### src/rtl/gpio_mux_pkg.sv
package gpio_mux_pkg;

   // Register bank selected by a word address.
   typedef enum logic [1:0] {
      BK_LEVEL = 2'd0,
      BK_DIR   = 2'd1,
      BK_FSEL  = 2'd2,
      BK_NONE  = 2'd3
   } bank_e;

   localparam int NUM_BANKS = 3;

   // Width of a word index inside a bank, at least one bit.
   function automatic int idx_width(input int words);
      return (words > 1) ? $clog2(words) : 1;
   endfunction

endpackage

### src/rtl/gpio_mux_decode.sv
module gpio_mux_decode
   import gpio_mux_pkg::*;
#(
   parameter int ADDR_W = 4,
   parameter int STRIDE = 4,
   parameter int WORDS  = 4,
   localparam int WIDX  = idx_width(WORDS)
) (
   input  logic [ADDR_W-1:0] addr,
   output bank_e             bank,
   output logic [WIDX-1:0]   word
);

   int a_i;
   int bnum;
   int wnum;

   always_comb begin
      a_i  = int'(addr);
      bnum = a_i / STRIDE;
      wnum = a_i % STRIDE;
      word = WIDX'(wnum);
      if (wnum >= WORDS) begin
         bank = BK_NONE;
      end else begin
         case (bnum)
            0:       bank = BK_LEVEL;
            1:       bank = BK_DIR;
            2:       bank = BK_FSEL;
            default: bank = BK_NONE;
         endcase
      end
   end

endmodule

### src/rtl/gpio_mux_bank.sv
module gpio_mux_bank
   import gpio_mux_pkg::*;
#(
   parameter int   NUM_PINS = 32,
   parameter int   PPW      = 8,
   parameter logic RST_BIT  = 1'b0,
   localparam int  WORDS    = NUM_PINS / PPW,
   localparam int  WIDX     = idx_width(WORDS)
) (
   input  logic                clk,
   input  logic                rst_n,
   input  logic                wr,
   input  logic [WIDX-1:0]     word,
   input  logic [PPW-1:0]      wbyte,
   output logic [NUM_PINS-1:0] q
);

   for (genvar w = 0; w < WORDS; w++) begin : g_word
      logic [PPW-1:0] r;

      always_ff @(posedge clk or negedge rst_n) begin
         if (!rst_n) begin
            r <= {PPW{RST_BIT}};
         end else if (wr && (word == WIDX'(w))) begin
            r <= wbyte;
         end
      end

      assign q[w*PPW +: PPW] = r;
   end

endmodule

### src/rtl/gpio_mux_sync.sv
module gpio_mux_sync #(
   parameter int WIDTH  = 32,
   parameter int STAGES = 2
) (
   input  logic             clk,
   input  logic             rst_n,
   input  logic [WIDTH-1:0] din,
   output logic [WIDTH-1:0] dout
);

   logic [WIDTH-1:0] st [STAGES];

   always_ff @(posedge clk or negedge rst_n) begin
      if (!rst_n) begin
         for (int s = 0; s < STAGES; s++) begin
            st[s] <= '0;
         end
      end else begin
         st[0] <= din;
         for (int s = 1; s < STAGES; s++) begin
            st[s] <= st[s-1];
         end
      end
   end

   assign dout = st[STAGES-1];

endmodule

### src/rtl/gpio_mux_pad.sv
module gpio_mux_pad #(
   parameter int NUM_PINS = 32
) (
   input  logic [NUM_PINS-1:0] level_q,
   input  logic [NUM_PINS-1:0] dir_q,
   input  logic [NUM_PINS-1:0] fsel_q,
   input  logic [NUM_PINS-1:0] sync_in,
   input  logic [NUM_PINS-1:0] alt_out,
   input  logic [NUM_PINS-1:0] alt_oe,
   output logic [NUM_PINS-1:0] pad_out,
   output logic [NUM_PINS-1:0] pad_oe,
   output logic [NUM_PINS-1:0] level_view
);

   for (genvar i = 0; i < NUM_PINS; i++) begin : g_pin
      // The level latch feeds the pad even while the pin is an input, so
      // raising the direction bit never shows a stale level.
      assign pad_out[i]    = fsel_q[i] ? alt_out[i] : level_q[i];
      assign pad_oe[i]     = fsel_q[i] ? alt_oe[i]  : dir_q[i];
      assign level_view[i] = dir_q[i]  ? level_q[i] : sync_in[i];
   end

endmodule

### src/rtl/gpio_mux_rdback.sv
module gpio_mux_rdback
   import gpio_mux_pkg::*;
#(
   parameter int  NUM_PINS = 32,
   parameter int  PPW      = 8,
   parameter int  DATA_W   = 32,
   localparam int WORDS    = NUM_PINS / PPW,
   localparam int WIDX     = idx_width(WORDS)
) (
   input  logic                clk,
   input  logic                rst_n,
   input  logic                rd,
   input  bank_e               bank,
   input  logic [WIDX-1:0]     word,
   input  logic [NUM_PINS-1:0] level_view,
   input  logic [NUM_PINS-1:0] dir_q,
   input  logic [NUM_PINS-1:0] fsel_q,
   output logic [DATA_W-1:0]   rdata,
   output logic                rvalid
);

   logic [NUM_PINS-1:0] vec;
   logic [PPW-1:0]      slice;
   int                  base;

   always_comb begin
      case (bank)
         BK_LEVEL: vec = level_view;
         BK_DIR:   vec = dir_q;
         BK_FSEL:  vec = fsel_q;
         default:  vec = '0;
      endcase
      base  = int'(word) * PPW;
      slice = vec[base +: PPW];
   end

   always_ff @(posedge clk or negedge rst_n) begin
      if (!rst_n) begin
         rvalid <= 1'b0;
         rdata  <= '0;
      end else begin
         rvalid <= rd;
         rdata  <= rd ? DATA_W'(slice) : '0;
      end
   end

endmodule

### src/rtl/gpio_mux_ctrl.sv
module gpio_mux_ctrl
   import gpio_mux_pkg::*;
#(
   parameter int  NUM_PINS      = 32,
   parameter int  PINS_PER_WORD = 8,
   parameter int  DATA_W        = 32,
   parameter int  ADDR_W        = 4,
   parameter int  BANK_STRIDE   = 4,
   parameter int  SYNC_STAGES   = 2,
   localparam int WORDS         = NUM_PINS / PINS_PER_WORD,
   localparam int WIDX          = idx_width(WORDS)
) (
   input  logic                clk,
   input  logic                rst_n,
   input  logic                wr_en,
   input  logic                rd_en,
   input  logic [ADDR_W-1:0]   addr,
   input  logic [DATA_W-1:0]   wdata,
   output logic [DATA_W-1:0]   rdata,
   output logic                rvalid,
   input  logic [NUM_PINS-1:0] pad_in,
   output logic [NUM_PINS-1:0] pad_out,
   output logic [NUM_PINS-1:0] pad_oe,
   input  logic [NUM_PINS-1:0] alt_out,
   input  logic [NUM_PINS-1:0] alt_oe
);

   // Elaboration-time parameter checks.
   if (NUM_PINS % PINS_PER_WORD != 0) begin : g_chk_pins
      $error("NUM_PINS must be a multiple of PINS_PER_WORD");
   end
   if (PINS_PER_WORD >= DATA_W) begin : g_chk_ppw
      $error("PINS_PER_WORD must be narrower than DATA_W");
   end
   if (WORDS > BANK_STRIDE) begin : g_chk_stride
      $error("a bank does not fit in BANK_STRIDE words");
   end
   if (NUM_BANKS * BANK_STRIDE > (1 << ADDR_W)) begin : g_chk_addr
      $error("ADDR_W too narrow for all banks");
   end
   if (SYNC_STAGES < 2) begin : g_chk_sync
      $error("SYNC_STAGES must be at least 2");
   end

   bank_e               bank;
   logic [WIDX-1:0]     word;
   logic [NUM_PINS-1:0] bank_q [NUM_BANKS];
   logic [NUM_PINS-1:0] level_q;
   logic [NUM_PINS-1:0] dir_q;
   logic [NUM_PINS-1:0] fsel_q;
   logic [NUM_PINS-1:0] sync_in;
   logic [NUM_PINS-1:0] level_view;

   gpio_mux_decode #(
      .ADDR_W (ADDR_W),
      .STRIDE (BANK_STRIDE),
      .WORDS  (WORDS)
   ) u_decode (
      .addr (addr),
      .bank (bank),
      .word (word)
   );

   // One bank per register kind; the function-select bank resets to ones.
   for (genvar b = 0; b < NUM_BANKS; b++) begin : g_bank
      logic wr_b;
      assign wr_b = wr_en && (bank == bank_e'(b));

      gpio_mux_bank #(
         .NUM_PINS (NUM_PINS),
         .PPW      (PINS_PER_WORD),
         .RST_BIT  ((b == int'(BK_FSEL)) ? 1'b1 : 1'b0)
      ) u_bank (
         .clk   (clk),
         .rst_n (rst_n),
         .wr    (wr_b),
         .word  (word),
         .wbyte (wdata[PINS_PER_WORD-1:0]),
         .q     (bank_q[b])
      );
   end

   assign level_q = bank_q[int'(BK_LEVEL)];
   assign dir_q   = bank_q[int'(BK_DIR)];
   assign fsel_q  = bank_q[int'(BK_FSEL)];

   gpio_mux_sync #(
      .WIDTH  (NUM_PINS),
      .STAGES (SYNC_STAGES)
   ) u_sync (
      .clk   (clk),
      .rst_n (rst_n),
      .din   (pad_in),
      .dout  (sync_in)
   );

   gpio_mux_pad #(
      .NUM_PINS (NUM_PINS)
   ) u_pad (
      .level_q    (level_q),
      .dir_q      (dir_q),
      .fsel_q     (fsel_q),
      .sync_in    (sync_in),
      .alt_out    (alt_out),
      .alt_oe     (alt_oe),
      .pad_out    (pad_out),
      .pad_oe     (pad_oe),
      .level_view (level_view)
   );

   gpio_mux_rdback #(
      .NUM_PINS (NUM_PINS),
      .PPW      (PINS_PER_WORD),
      .DATA_W   (DATA_W)
   ) u_rdback (
      .clk        (clk),
      .rst_n      (rst_n),
      .rd         (rd_en),
      .bank       (bank),
      .word       (word),
      .level_view (level_view),
      .dir_q      (dir_q),
      .fsel_q     (fsel_q),
      .rdata      (rdata),
      .rvalid     (rvalid)
   );

endmodule

### config.mk
export PLATFORM = sky130hd
export DESIGN_NAME = gpio_mux_ctrl
export DESIGN_NICKNAME = d
export VERILOG_FILES = /design/src/rtl/gpio_mux_pkg.sv /design/src/rtl/gpio_mux_decode.sv /design/src/rtl/gpio_mux_bank.sv /design/src/rtl/gpio_mux_sync.sv /design/src/rtl/gpio_mux_pad.sv /design/src/rtl/gpio_mux_rdback.sv /design/src/rtl/gpio_mux_ctrl.sv
export SDC_FILE = /design/constraint.sdc
export NUM_CORES = 1
export LEC_CHECK = 0
export BUFFER_PORTS_ARGS = -buffer_cell sky130_fd_sc_hd__buf_2
export CORE_MARGIN = 4
export CORE_UTILIZATION = 41
export DETAILED_ROUTE_END_ITERATION = 7
export HOLD_SLACK_MARGIN = 0.06
export PLACE_DENSITY = 0.75
export SYNTH_ARGS = -nofsm -noshare
export SYNTH_HDL_FRONTEND = slang
export SYNTH_SLANG_ARGS = --single-unit
### constraint.sdc
create_clock -name clk -period 4.1 [get_ports clk]
set_clock_uncertainty 0.15 [all_clocks]
set_input_delay 0.41 -clock clk [delete_from_list [all_inputs] [get_ports clk]]
set_output_delay 0.41 -clock clk [all_outputs]
set_load 0.01 [all_outputs]
== Word-level counts from Yosys, hierarchy flattened ==
Cells that the tools add are included.

* Input bits: 136
* Logic and storage cells: 143
* Flip-flop bits (word level): 193
* Output and inout port bits: 97

* Muxes and demuxes: 100
* Shift-type cells: 1
* Reduce and logical (&&, ||, !) cells: 18
* Order comparisons: 1
* Equality and inequality tests: 7

{| class="wikitable"
|+ Operators with widths
! operator !! number
|-
| $mux 1 || 96
|-
| $pmux 32 s3 || 1
|-
| $logic_not 32->1 || 1
|-
| $shiftx 32x6->8 || 1
|-
| $logic_and 1x1->1 || 15
|-
| $eq 2x2->1 const B || 4
|-
| $mux 8 || 1
|-
| $eq 2x1->1 const B || 3
|-
| $pmux 2 s3 || 1
|-
| $logic_not 2->1 || 2
|-
| $ge 2x3->1 const B || 1
|-
| $mux 2 || 1
|}

== Logic depth before layout (Yosys ltp) ==
* Depth after elaboration: 7
* Gate-level depth with buffers: 7
* Mapped depth without buffers: 4

== Modules after synthesis ==
From an unflattened synthesis, not the netlist that was laid out.

* Cell total of the unflattened synthesis: 574
* Area total of the unflattened synthesis: 8269.2 um2

{| class="wikitable"
|+ Modules (own cells, without submodules)
! module !! cells an instance !! times used !! sequential area each (um2) !! area each (um2)
|-
| gpio_mux_bank (g_bank[0].u_bank ...) || 68 || 2 || 800.8 || 1212.4
|-
| gpio_mux_sync || 96 || 1 || 1601.5 || 1841.8
|-
| gpio_mux_rdback || 171 || 1 || 225.2 || 1443.9
|-
| gpio_mux_pad || 96 || 1 || 0.0 || 1253.7
|-
| gpio_mux_bank (g_bank[2].u_bank) || 68 || 1 || 840.8 || 1252.5
|-
| gpio_mux_ctrl || 3 || 1 || 0.0 || 30.0
|-
| gpio_mux_decode || 4 || 1 || 0.0 || 22.5
|}

== Worst setup path before layout ==
No wires, ideal clock.

* Kind: input -> register
* From: input addr[2]
* To: register g_bank[1].u_bank.g_word[2].r[0]
* Stages: 5
* Library setup time: 0.125 ns
* Path slack: 2.387 ns
* Arrival time: 1.438 ns
* Cell sequence: buf_2 -> buf_4 -> nand2_1 -> nor2_2 -> mux2_2

* Longest elaborated chain between the ends: 6
* Elaborated cells on any way between the ends: 8
* Those cells by class: 3 x eq/ne; 2 x mux; 3 x reduce/logical

{| class="wikitable"
|+ Ends and longest elaborated chain
! item !! line !! source
|-
| start, declared || gpio_mux_ctrl.sv:17 || <nowiki>input logic [ADDR_W-1:0] addr,</nowiki>
|-
| $logic_not 32->1, or another cell as far along || gpio_mux_decode.sv:26 || <nowiki>case (bnum)</nowiki>
|-
| $pmux 2 s3 * || gpio_mux_decode.sv:26 ||
|-
| $mux 2 * || gpio_mux_decode.sv:23 || <nowiki>if (wnum >= WORDS) begin</nowiki>
|-
| $eq 2x1->1 * || gpio_mux_ctrl.sv:67 || <nowiki>assign wr_b = wr_en && (bank == bank_e'(b));</nowiki>
|-
| $logic_and 1x1->1 * || gpio_mux_ctrl.sv:67 ||
|-
| $logic_and 1x1->1 * || gpio_mux_bank.sv:24 || <nowiki>end else if (wr && (word == WIDX'(w))) begin</nowiki>
|-
| end signal, assigned || gpio_mux_bank.sv:23 || <nowiki>r <= {PPW{RST_BIT}};</nowiki>
|-
| end signal, assigned || gpio_mux_bank.sv:25 || <nowiki>r <= wbyte;</nowiki>
|-
| end, declared || gpio_mux_bank.sv:19 || <nowiki>logic [PPW-1:0] r;</nowiki>
|}

Every way passes the cells marked *; elsewhere a longest branch is shown, timed or not.
A chain may end at the register's enable or synchronous reset.

== Worst setup path in the final report ==
* From: input addr[2]
* To: register u_rdback.rdata[3]

* Longest elaborated chain between the ends: 7
* Elaborated cells on any way between the ends: 11
* Those cells by class: 4 x eq/ne; 1 x shift; 4 x mux; 2 x reduce/logical

{| class="wikitable"
|+ Ends and longest elaborated chain
! item !! line !! source
|-
| $logic_not 32->1, or another cell as far along || gpio_mux_decode.sv:26 ||
|-
| $pmux 2 s3 * || gpio_mux_decode.sv:26 ||
|-
| $mux 2 * || gpio_mux_decode.sv:23 ||
|-
| $eq 2x2->1, or another cell as far along || gpio_mux_rdback.sv:27 || <nowiki>case (bank)</nowiki>
|-
| $pmux 32 s3 * || gpio_mux_rdback.sv:27 ||
|-
| $shiftx 32x6->8 * || gpio_mux_rdback.sv:34 || <nowiki>slice = vec[base +: PPW];</nowiki>
|-
| $mux 8 * || gpio_mux_rdback.sv:43 || <nowiki>rdata <= rd ? DATA_W'(slice) : '0;</nowiki>
|-
| end signal, assigned || gpio_mux_rdback.sv:43 ||
|-
| end, declared || gpio_mux_rdback.sv:18 || <nowiki>output logic [DATA_W-1:0] rdata,</nowiki>
|}

Marks and branches as above.

==> results.md <==
* I/O Pins at 233
* DRC errors left at 0
* MaxCap Viol Count at 0
* Post-route ant nets at 0
* PortBufs at 184
* Initial Util at 42.1%
* Vias in the first global route at 5,263
* H-tree Lvls at 4
* Worst hold path type: flip-flop to flip-flop
* #FFs+latches synth at 169
* Crit-path max FO at 40
* RSZ-0062 raised after global routing: false
* Worst VDD drop at 0.340 mV
* Fillers at 1,521
* Hold path endpoint: u_sync.dout[11]$_DFF_PN0_
* Die ar. at 20,800 um2
* WL/cell at 19.8 um
* Required @ worst endpoint at 4.22 ns
* Final Setup Violations at 0
* Final HPWL DP at 14.1 mm
* Area leader, netlist: dfrtp_1
* Yosys warnings at 0
* Outcome: complete, no violations
* Total GRT Usage at 19.6%
* WHS Path Cells at 0
* Final hold slack at 0.198 ns
* PD cells at 512 nW/um2
* Drt first pass iters at 6
* Dominant cells by area after synthesis: dfrtp_1, mux2_2, dfstp_2
* Max clock buf depth at 2
* Drt total wl at 20.1 mm
* Top FF cell, synth: dfrtp_1
* Least-Margin Pin Slew at 0.727 ns
* Crit path capture type: flip-flop
* Cells after Synth at 560
* NumNets Final at 909
* CP max stage cell: a221oi_1
* P&R area growth vs syn at 25.7%
* Vias at 5,338
* Leakage power at 0.00444 uW
* Clock sink count at 169
* Row count at 49
* Top cell type's share of synthesized area at 45.0%
* Post-layout min period at 2.29 ns
* CTS tree: yes
* Clk_lat worst skew at 0.43 ns
* Final Max Tran Viols at 0
* Clock-pin slew on the worst setup and hold paths at 0.06 ns
* Reg2reg end: u_rdback.rdata[4]$_DFF_PN0_
* Synth async-reset ratio at 100%
* Share of cells above drive strength 1 at 56.2%
* Startpoint types: input port
* Max-slew headroom at 51.5%
* Largest stage delay, worst path at 0.62 ns
* Post-CTS Setup Bufs at 0
* Most common cell after layout, fill and taps aside: buf_2
* Vias per std cell at 5.25
* Register area share after synthesis at 56.1%
* Final Hold Fails at 0
* Setup TNS at 0 ns
* Post-synthesis average cell area at 13.6 um2
* Die H at 144 um
* Initial antenna violation count at 1
* Largest net degree at the start of global routing at 92
* Final GP Congestion at 0.908
* Post-synth EDFFs at 0
* Distinct cells, synth at 38
* Commonest non-fill, non-tap cells in the layout: buf_2, mux2_2, dfrtp_1
* Initial DRC count at 258
* Total global routing overflow at 0
* R2r worst-path depth at 4
* Peak Freq at 437 MHz
* WS Path Type: input port to flip-flop
* Mapped cell area at 7610 um2
* CTS root buffer: clkbuf_16
* Final period utilization at 55.8%
* Reg-to-reg startpoint: g_bank[1].u_bank.g_word[1].r[4]$_DFFE_PN0P_
* Die Wd at 144 um
* Crit path arrival time at 2.41 ns
* Core Region at 18,100 um2
* Internal reg-to-reg setup slack at 2.34 ns
* Critical path cell sequence: buf_2, buf_4, o21ai_0, a221oi_1, o311ai_1
* Hold Path Origin: u_sync.st[43]$_DFF_PN0_
* Num CTS Buffers at 17
* Global-route wire length before repair at 30.4 mm
-- where the power goes --
group / internal [uW] / switching, uW
Combinational: 589 / 442
Sequential: 1990 / 254
Clock: 928 / 699
Total: 3500 / 1400
-- metal layers --
metal  GRT usage, %  wire length, um
met4           4.57              127
met5              0                7
met2           32.7             9960
met1           26.6             8940
met3           3.90             1100
-- synth_stat cells, types with 2 or more instances --
library cell / count
nor3_2: 2
nand2b_1: 10
o211ai_1: 11
or3b_2: 14
mux2_2: 158
a22oi_1: 8
nand2_1: 16
o211a_1: 21
a221oi_1: 7
buf_2: 11
nor2_2: 6
nor2_1: 9
inv_1: 2
dfstp_2: 32
inv_2: 2
buf_6: 4
buf_4: 25
o21ai_0: 31
nand3_1: 3
dfrtp_1: 137
nor3_4: 3
nand2_2: 2
o311ai_1: 7
clkbuf_1: 11
a21oi_1: 15
-- cell type report --
type	instances	area (um2)	area share (%)
Timing Repair Buffer	223	1320	13.8
Multi-Input combinational cell	358	3080	32.2
Inverter	4	15.0	0.157
Tap cell	229	287	2.99
Clock buffer	18	439	4.59
Clock inverter	14	160	1.67
Antenna cell	1	2.50	0.0261
Sequential cell	169	4270	44.6
-- timing repair --
| item | CTS | global route |
|---|---|---|
| hold buffers | 34 | 0 |
| hold endpoints to repair | 96 | 0 |
| resized for setup | 0 | 0 |
-- how the worst max path moves through the flow --
stage | startpoint | endpoint | slack (ns) | cells past startpoint
after floorplan | addr[2] | g_bank[1].u_bank.g_word[2].r[0]$_DFFE_PN0P_ | 2.39 | 5
after global placement | addr[2] | u_rdback.rdata[3]$_DFF_PN0_ | 1.37 | 5
after detailed placement | addr[2] | u_rdback.rdata[3]$_DFF_PN0_ | 1.33 | 5
after CTS | addr[2] | u_rdback.rdata[3]$_DFF_PN0_ | 1.79 | 5
after global routing | addr[2] | u_rdback.rdata[3]$_DFF_PN0_ | 1.69 | 5
final | addr[2] | u_rdback.rdata[3]$_DFF_PN0_ | 1.81 | 5
-- sequential cells by signal, indices dropped and copies added (netlist names) --
name / count
u_sync.dout: 32
u_rdback.rvalid: 1
g_bank.u_bank.g_word.r: 96
u_sync.st: 32
u_rdback.rdata: 8
-- logic make-up after synthesis --
kind of cell	count (synthesis)	synth area share (%)
buffers and inverters	56	4.57
DFF	169	56.1
other	1	0.0493
muxes	159	23.5
and+or+nand+nor	69	5.82
AOI/OAI and AO/OA	106	9.96
-- worst max-delay path, delay by kind of cell --
| kind | cells | cell delay (ns) |
|---|---|---|
| compound gates | 3 | 0.95 |
| buf+inv | 2 | 1.03 |
-- metrics by stage --
| step | cell area, um2 | worst slack, ns | cells | power, uW | util, % |
|---|---|---|---|---|---|
| after floorplan | 7700 | 2.39 | 583 | 2870 | - |
| after global placement | 8630 | 1.37 | 949 | 3250 | 47.7 |
| after detailed placement | 8630 | 1.33 | 949 | 3280 | 47.7 |
| after CTS | 9570 | 1.79 | 1015 | 4950 | 52.9 |
| after global routing | 9570 | 1.69 | 1015 | 5140 | 52.9 |
| final | 9570 | 1.81 | 1016 | 4900 | 52.9 |
Power figures use the tool's default switching activity.
